**config.mk**
```make
export PLATFORM = sky130hd
export DESIGN_NAME = stat_write_unit
export DESIGN_NICKNAME = d
export VERILOG_FILES = /design/src/rtl/swu_pkg.sv /design/src/rtl/swu_ctrl.sv /design/src/rtl/swu_datapath.sv /design/src/rtl/stat_write_unit.sv
export SDC_FILE = /design/constraint.sdc
export NUM_CORES = 1
export LEC_CHECK = 0
export BUFFER_PORTS_ARGS = -buffer_cell sky130_fd_sc_hd__buf_2
export CAP_MARGIN = 40
export CORE_MARGIN = 4
export CORE_UTILIZATION = 46
export CTS_CLUSTER_SIZE = 30
export DETAILED_ROUTE_END_ITERATION = 8
export GPL_TIMING_DRIVEN = 0
export PLACE_DENSITY = 0.78
export SLEW_MARGIN = 15
export SYNTH_ARGS = -nofsm -noshare
export SYNTH_HDL_FRONTEND = slang
export SYNTH_SLANG_ARGS = --single-unit
```
**constraint.sdc**
```tcl
create_clock -name clk -period 3.3 [get_ports clk]
set_input_delay 0.33 -clock clk [delete_from_list [all_inputs] [get_ports clk]]
set_output_delay 0.33 -clock clk [all_outputs]
set_load 0.01 [all_outputs]
```
**src/rtl/swu_pkg.sv**
```systemverilog
package swu_pkg;
  localparam int REG_W = 32;
  localparam int MODE_W = 5;
  localparam logic [MODE_W-1:0] MODE_USER  = 5'h10;
  localparam logic [MODE_W-1:0] MODE_SYS   = 5'h1F;
  localparam logic [MODE_W-1:0] MODE_RESET = 5'h13;

  typedef struct packed {
    logic wrCur;
    logic wrSav;
  } swuStrobe_t;
endpackage

```
**src/rtl/swu_ctrl.sv**
```systemverilog
module swu_ctrl
  import swu_pkg::*;
#(
  parameter int IDX_W  = 4,
  parameter int PC_IDX = 15,
  parameter int FLD_N  = 4
) (
  input  logic                  reqValid,
  input  logic                  reqTargetSaved,
  input  logic [FLD_N-1:0]      reqFields,
  input  logic                  reqUseImm,
  input  logic [IDX_W-1:0]      reqSrcIdx,
  input  logic [MODE_W-1:0]     curMode,
  output swuStrobe_t            strobe,
  output logic [REG_W-1:0]      writeMask,
  output logic                  accessErr
);
  localparam int BYTE_W = REG_W / FLD_N;

  logic [REG_W-1:0] privMask;
  logic [REG_W-1:0] userMask;
  logic isUser, isSys, savedBad, pcBad;

  for (genvar b = 0; b < FLD_N; b++) begin : g_byte
    assign privMask[b*BYTE_W +: BYTE_W] = {BYTE_W{reqFields[b]}};
  end

  always_comb begin
    userMask        = '0;
    userMask[31:27] = {5{reqFields[3]}};
    userMask[19:16] = {4{reqFields[2]}};
  end

  always_comb begin
    isUser    = (curMode == MODE_USER);
    isSys     = (curMode == MODE_SYS);
    writeMask = isUser ? userMask : privMask;
    savedBad  = reqTargetSaved && (isUser || isSys);
    pcBad     = !reqUseImm && (reqSrcIdx == IDX_W'(PC_IDX));
    accessErr = reqValid && (savedBad || pcBad);
    strobe.wrCur = reqValid && !accessErr && !reqTargetSaved;
    strobe.wrSav = reqValid && !accessErr && reqTargetSaved;
  end
endmodule

```
**src/rtl/swu_datapath.sv**
```systemverilog
module swu_datapath
  import swu_pkg::*;
#(
  parameter int IMM_W = 8,
  parameter int ROT_W = 4
) (
  input  logic              clk,
  input  logic              rst,
  input  swuStrobe_t        strobe,
  input  logic [REG_W-1:0]  writeMask,
  input  logic              reqUseImm,
  input  logic [REG_W-1:0]  reqRegVal,
  input  logic [IMM_W-1:0]  reqImm,
  input  logic [ROT_W-1:0]  reqRot,
  output logic [REG_W-1:0]  curReg,
  output logic [REG_W-1:0]  savReg,
  output logic              flagsUpd
);
  localparam int AMT_W = $clog2(REG_W) + 1;

  logic [AMT_W-1:0] rotAmt;
  logic [REG_W-1:0] immWide, immRot, operand, curNext, savNext;

  always_comb begin
    rotAmt  = AMT_W'({reqRot, 1'b0});
    immWide = REG_W'(reqImm);
    immRot  = (immWide >> rotAmt) | (immWide << (AMT_W'(REG_W) - rotAmt));
    operand = reqUseImm ? immRot : reqRegVal;
    curNext = (curReg & ~writeMask) | (operand & writeMask);
    savNext = (savReg & ~writeMask) | (operand & writeMask);
  end

  always_ff @(posedge clk) begin
    if (rst) begin
      curReg   <= REG_W'(MODE_RESET);
      savReg   <= '0;
      flagsUpd <= 1'b0;
    end else begin
      flagsUpd <= strobe.wrCur && (curNext[31:27] != curReg[31:27]);
      if (strobe.wrCur) curReg <= curNext;
      if (strobe.wrSav) savReg <= savNext;
    end
  end
endmodule

```
**src/rtl/stat_write_unit.sv**
```systemverilog
module stat_write_unit
  import swu_pkg::*;
#(
  parameter int IDX_W  = 4,
  parameter int PC_IDX = 15,
  parameter int FLD_N  = 4,
  parameter int IMM_W  = 8,
  parameter int ROT_W  = 4
) (
  input  logic             clk,
  input  logic             rst,
  input  logic             reqValid,
  input  logic             reqTargetSaved,
  input  logic [FLD_N-1:0] reqFields,
  input  logic             reqUseImm,
  input  logic [31:0]      reqRegVal,
  input  logic [IDX_W-1:0] reqSrcIdx,
  input  logic [IMM_W-1:0] reqImm,
  input  logic [ROT_W-1:0] reqRot,
  output logic [31:0]      writeMask,
  output logic             accessErr,
  output logic [31:0]      curReg,
  output logic [31:0]      savReg,
  output logic             flagsUpd
);
  swuStrobe_t strobe;

  swu_ctrl #(.IDX_W(IDX_W), .PC_IDX(PC_IDX), .FLD_N(FLD_N)) u_ctrl (
    .reqValid(reqValid), .reqTargetSaved(reqTargetSaved), .reqFields(reqFields),
    .reqUseImm(reqUseImm), .reqSrcIdx(reqSrcIdx), .curMode(curReg[MODE_W-1:0]),
    .strobe(strobe), .writeMask(writeMask), .accessErr(accessErr)
  );

  swu_datapath #(.IMM_W(IMM_W), .ROT_W(ROT_W)) u_dp (
    .clk(clk), .rst(rst), .strobe(strobe), .writeMask(writeMask),
    .reqUseImm(reqUseImm), .reqRegVal(reqRegVal), .reqImm(reqImm), .reqRot(reqRot),
    .curReg(curReg), .savReg(savReg), .flagsUpd(flagsUpd)
  );
endmodule

```
==> reports/summary.log <==
INFO  grt            via_count_of_the_first_global_routing_pass=3833
INFO  cts            clock_tree.buffer_depth=2
INFO  layout         fillCellCount=713
INFO  grt            track_usage=24.65%
INFO  floorplanning  core_area=0.007727mm^2
INFO  cts            clockRootBuffer=sky130_fd_sc_hd__clkbuf_8
INFO  placed_design  placedCellCount=690
INFO  cts            clock_tree.htree_level_count=3
INFO  placed_design  place.port_buffers=150
INFO  grt            pin_count_of_the_biggest_net_entering_global_routing=14
INFO  job            cap_viol_max_count=0
INFO  yosys          async_flop_share=0%
INFO  outcome        status=complete, no violations
INFO  critical_path  setup.worst_path.end_class=flip-flop
INFO  layout         ratio_of_cells_with_drive_above_1_in_the_final_layout=35.43%
INFO  min_path       hold_start=reqRegVal[18]
INFO  power          pwr_density_cell=413.4mW/mm^2
INFO  timing         rsz_0062_raised_after_global_routing=false
INFO  layout         nets=657
INFO  yosys          dominantRegCellSynth=sky130_fd_sc_hd__dfxtp_1
INFO  layout         layoutNonFillerInstCount=706
INFO  yosys          synth-edff-count=0
INFO  layout         multi_input_area=0.001947mm^2
INFO  timing         setup_viol=0
INFO  yosys          yosys.cell_types.count=56
INFO  timing         final_min_period_over_clock_period=90.31%
INFO  yosys          netlist_area=0.003640mm^2
INFO  yosys          synth-seq-area-share=35.75%
INFO  grt            antenna_found_initial=0
INFO  timing         slew_headroom=58.89%
INFO  min_path       min_path_type=input port to flip-flop
INFO  cts            cts_tree=yes
INFO  cts            cts.sink_count=65
INFO  power          power_report.internal_total=1.310mW
INFO  critical_path  reg2reg_setup_slack=1.13ns
INFO  min_path       hold-path-cell-count=3
INFO  routing        route.detailed.wl_per_inst=16.85um
INFO  floorplanning  die_width=96.95um
INFO  floorplanning  die_area=0.009399mm^2
INFO  yosys          synthesis.instances=438
INFO  floorplanning  floorplan.rows=32
INFO  yosys          postSynthNetCount=496
INFO  yosys          ys_ff_latch=65
INFO  critical_path  setup.worst_path.start_class=input port
INFO  routing        avgViaCountPerCell=5.476
INFO  critical_path  critical_path_peak_fanout=10
INFO  timing         min_period=2.980ns
INFO  yosys          postSynthAreaPerCell=8.310um^2
INFO  power          comb_power_share=23.5%
INFO  routing        vias=3866
INFO  cts            clkSlewWorstSetupHoldPaths=0.08ns
INFO  placed_design  dp_hpwl=9285um
INFO  power          vdd.ir_drop.worst=308.0uV
INFO  power          switching_share=32.67%
INFO  timing         final_max_slew_viol_count=0
INFO  layout         antenna-diode-count=0
INFO  power          clkPwrFrac=33.3%
INFO  power          p_sw=0.6358mW
INFO  cts            ctsResizeCount=0
INFO  placed_design  gp_congestion=0.9706
INFO  floorplanning  dieHeight=96.95um
INFO  cts            cts.repair_timing.setup_buffer_count=0
INFO  placed_design  detailed_place.area=0.004518mm^2
INFO  power          p_leak=2.153nW
INFO  layout         finish.instance_area=0.004707mm^2
INFO  timing         hold_viol_final=0
INFO  critical_path  timing.setup.critical_path_class=input port to flip-flop
INFO  timing         fin_worst_skew=0.01305ns
INFO  floorplanning  starting_utilization_of_the_core_area=47.10%
INFO  routing        first_drt_iteration_drcs=222
INFO  critical_path  worst-endpoint-arrival=3.19ns
INFO  grt            grt_overflow_total=0
INFO  cts            cts_inserted_buffers=9
INFO  routing        remaining_drc_errors=0
INFO  routing        detail_route.first_pass.iterations=5
INFO  cts            cts_hold_buf=0
INFO  power          sequentialPowerShare=43.3%
INFO  layout         area_growth_syn_to_layout=29.32%
INFO  timing         tightestPinTransition=0.6125ns
INFO  yosys          ys_warn_count=0
INFO  routing        final_wl=11900um
INFO  timing         timing_limited_maximum_frequency=335.5MHz
INFO  cts            worstSkewPairLatency=0.35ns
INFO  layout         area.sequential=0.001301mm^2
INFO  routing        antenna_left=0
INFO  power          post-layout-total-power=1.946mW
INFO  critical_path  worst-endpoint-required=3.51ns
INFO  timing         setup-tns-final=0ns
INFO  floorplanning  io_pins=155
INFO  grt            grt_pass1_wl=18910um
INFO  critical_path  rr_worst_depth=7
==> cell families (layout without fill, tap and decap cells) <==
logic type | after synthesis | count (layout) | share of synthesized area [%]
and+or+nand+nor | 147 | 147 | 18.98
AOI/OAI and AO/OA | 119 | 119 | 24.10
xor gates and xnor gates | 5 | 5 | 1.203
buffers and inverters | 69 | 235 | 10.76
muxes | 32 | 32 | 8.869
DFF | 65 | 65 | 35.75
adders and majority gates | 1 | 1 | 0.3437
==> cells in the final DEF, fill, tap and decap left out, drive strengths merged, types with 2 or more instances in the layout <==
cell type,netlist,routed
nor3,4,4
nor3b,3,3
xor2,3,3
and4,2,2
nand2,21,21
buf,44,194
a221oi,5,5
nor2b,4,4
a311oi,2,2
o211ai,4,4
mux2i,30,30
a21oi,21,21
nand3,6,6
and3,4,4
clkbuf,18,28
and2,12,12
a222oi,3,3
o2bb2ai,8,8
nand2b,8,8
mux2,2,2
o31a,2,2
a21o,2,2
a22oi,3,3
xnor2,2,2
o22ai,3,3
dfxtp,65,65
nor4,2,2
o31ai,2,2
o21ai,9,9
clkinvlp,0,3
a211oi,41,41
o32ai,6,6
inv,7,9
nor2,76,76
==> power by group through the flow <==
| stage | clock (mW) | combinational [mW] | sequential (mW) |
|---|---|---|---|
| after floorplan | 0 | 0.267 | 0.874 |
| after global placement | 0 | 0.444 | 0.857 |
| after detailed placement | 0 | 0.450 | 0.859 |
| after CTS | 0.659 | 0.453 | 0.841 |
| after global routing | 0.693 | 0.498 | 0.846 |
| final | 0.648 | 0.457 | 0.842 |
==> worst max path at each step <==
stage              start  cells past startpoint       endpoint  slack [ns]
2_1_floorplan  reqRot[0]                     12  u_dp.flagsUpd        0.66
3_3_place_gp   reqRot[0]                     12  u_dp.flagsUpd        0.08
3_5_place_dp   reqRot[0]                     12  u_dp.flagsUpd        0.08
4_1_cts        reqRot[0]                     12  u_dp.flagsUpd        0.40
5_1_grt        reqRot[0]                     12  u_dp.flagsUpd        0.12
6_report       reqRot[0]                     12  u_dp.flagsUpd        0.32
==> critical path: stages <==
cell and delay (ns):
sky130_fd_sc_hd__buf_6 0.12, sky130_fd_sc_hd__buf_4 0.18, sky130_fd_sc_hd__clkbuf_1 0.36, sky130_fd_sc_hd__inv_1 0.09
sky130_fd_sc_hd__ha_1 0.21, sky130_fd_sc_hd__buf_4 0.17, sky130_fd_sc_hd__xnor2_1 0.41, sky130_fd_sc_hd__nor3b_1 0.13
sky130_fd_sc_hd__a21oi_1 0.41, sky130_fd_sc_hd__o21ai_0 0.20, sky130_fd_sc_hd__a2111oi_2 0.43, sky130_fd_sc_hd__a311oi_1 0.15
==> synthesized netlist by cell type (2+ instances only) <==
master / instances / share of area (%)
sky130_fd_sc_hd__o22ai_1: 2 / 0.34
sky130_fd_sc_hd__nand3_1: 6 / 0.83
sky130_fd_sc_hd__nand2b_1: 8 / 1.4
sky130_fd_sc_hd__a21o_1: 2 / 0.41
sky130_fd_sc_hd__a21oi_1: 21 / 2.9
sky130_fd_sc_hd__clkbuf_1: 18 / 1.9
sky130_fd_sc_hd__nand2_1: 20 / 2.1
sky130_fd_sc_hd__buf_1: 5 / 0.52
sky130_fd_sc_hd__o2bb2ai_1: 8 / 1.9
sky130_fd_sc_hd__and4_1: 2 / 0.48
sky130_fd_sc_hd__buf_2: 7 / 0.96
sky130_fd_sc_hd__o211ai_1: 3 / 0.62
sky130_fd_sc_hd__dfxtp_1: 65 / 36
sky130_fd_sc_hd__and3_1: 4 / 0.69
sky130_fd_sc_hd__nor3_1: 4 / 0.55
sky130_fd_sc_hd__buf_4: 31 / 6.4
sky130_fd_sc_hd__nor2b_1: 4 / 0.69
sky130_fd_sc_hd__a222oi_1: 3 / 0.83
sky130_fd_sc_hd__nor2_1: 76 / 7.8
sky130_fd_sc_hd__mux2_2: 2 / 0.62
sky130_fd_sc_hd__nor3b_1: 3 / 0.62
sky130_fd_sc_hd__o31a_1: 2 / 0.48
sky130_fd_sc_hd__a22oi_1: 3 / 0.62
sky130_fd_sc_hd__a311oi_1: 2 / 0.48
sky130_fd_sc_hd__o32ai_1: 6 / 1.4
sky130_fd_sc_hd__inv_1: 7 / 0.72
sky130_fd_sc_hd__a221oi_1: 5 / 1.2
sky130_fd_sc_hd__and2_1: 11 / 1.9
sky130_fd_sc_hd__mux2i_1: 30 / 8.3
sky130_fd_sc_hd__o21ai_0: 7 / 0.96
sky130_fd_sc_hd__o21ai_1: 2 / 0.28
sky130_fd_sc_hd__o31ai_1: 2 / 0.41
sky130_fd_sc_hd__xnor2_1: 2 / 0.48
sky130_fd_sc_hd__xor2_1: 3 / 0.72
sky130_fd_sc_hd__a211oi_1: 41 / 8.5
==> through the flow <==
stage | util (%) | setup slack [ns] | hold WS [ns]
after floorplan | - | 0.6643 | 0.5202
after global placement | 58.47 | 0.07725 | 0.4729
after detailed placement | 58.47 | 0.07560 | 0.4842
after CTS | 60.91 | 0.3957 | 0.2782
after global routing | 60.91 | 0.1177 | 0.3145
final | 60.91 | 0.3196 | 0.2972
==> per-layer routing <==
layer / vias up / GRT usage (%) / part of all wire [%]
li1: 1886 / - / -
met2: 185 / 38.32 / 45
met4: 0 / 8.855 / 2.4
met5: - / 0 / 0
met1: 1773 / 32.02 / 43
met3: 22 / 7.931 / 9.8
==> area by class of cell <==
class                   instances  share of cell area (%)
clock buffers                  10                   2.924
clock inverters                 6                   1.090
repair buffers                150                   15.95
plain buffers                  62                   7.762
inverters                       7                  0.5582
flip-flops and latches         65                   27.64
well taps                     102                   2.711
multi-input cells             304                   41.36
No activity file was read; power rests on OpenSTA's default activity.
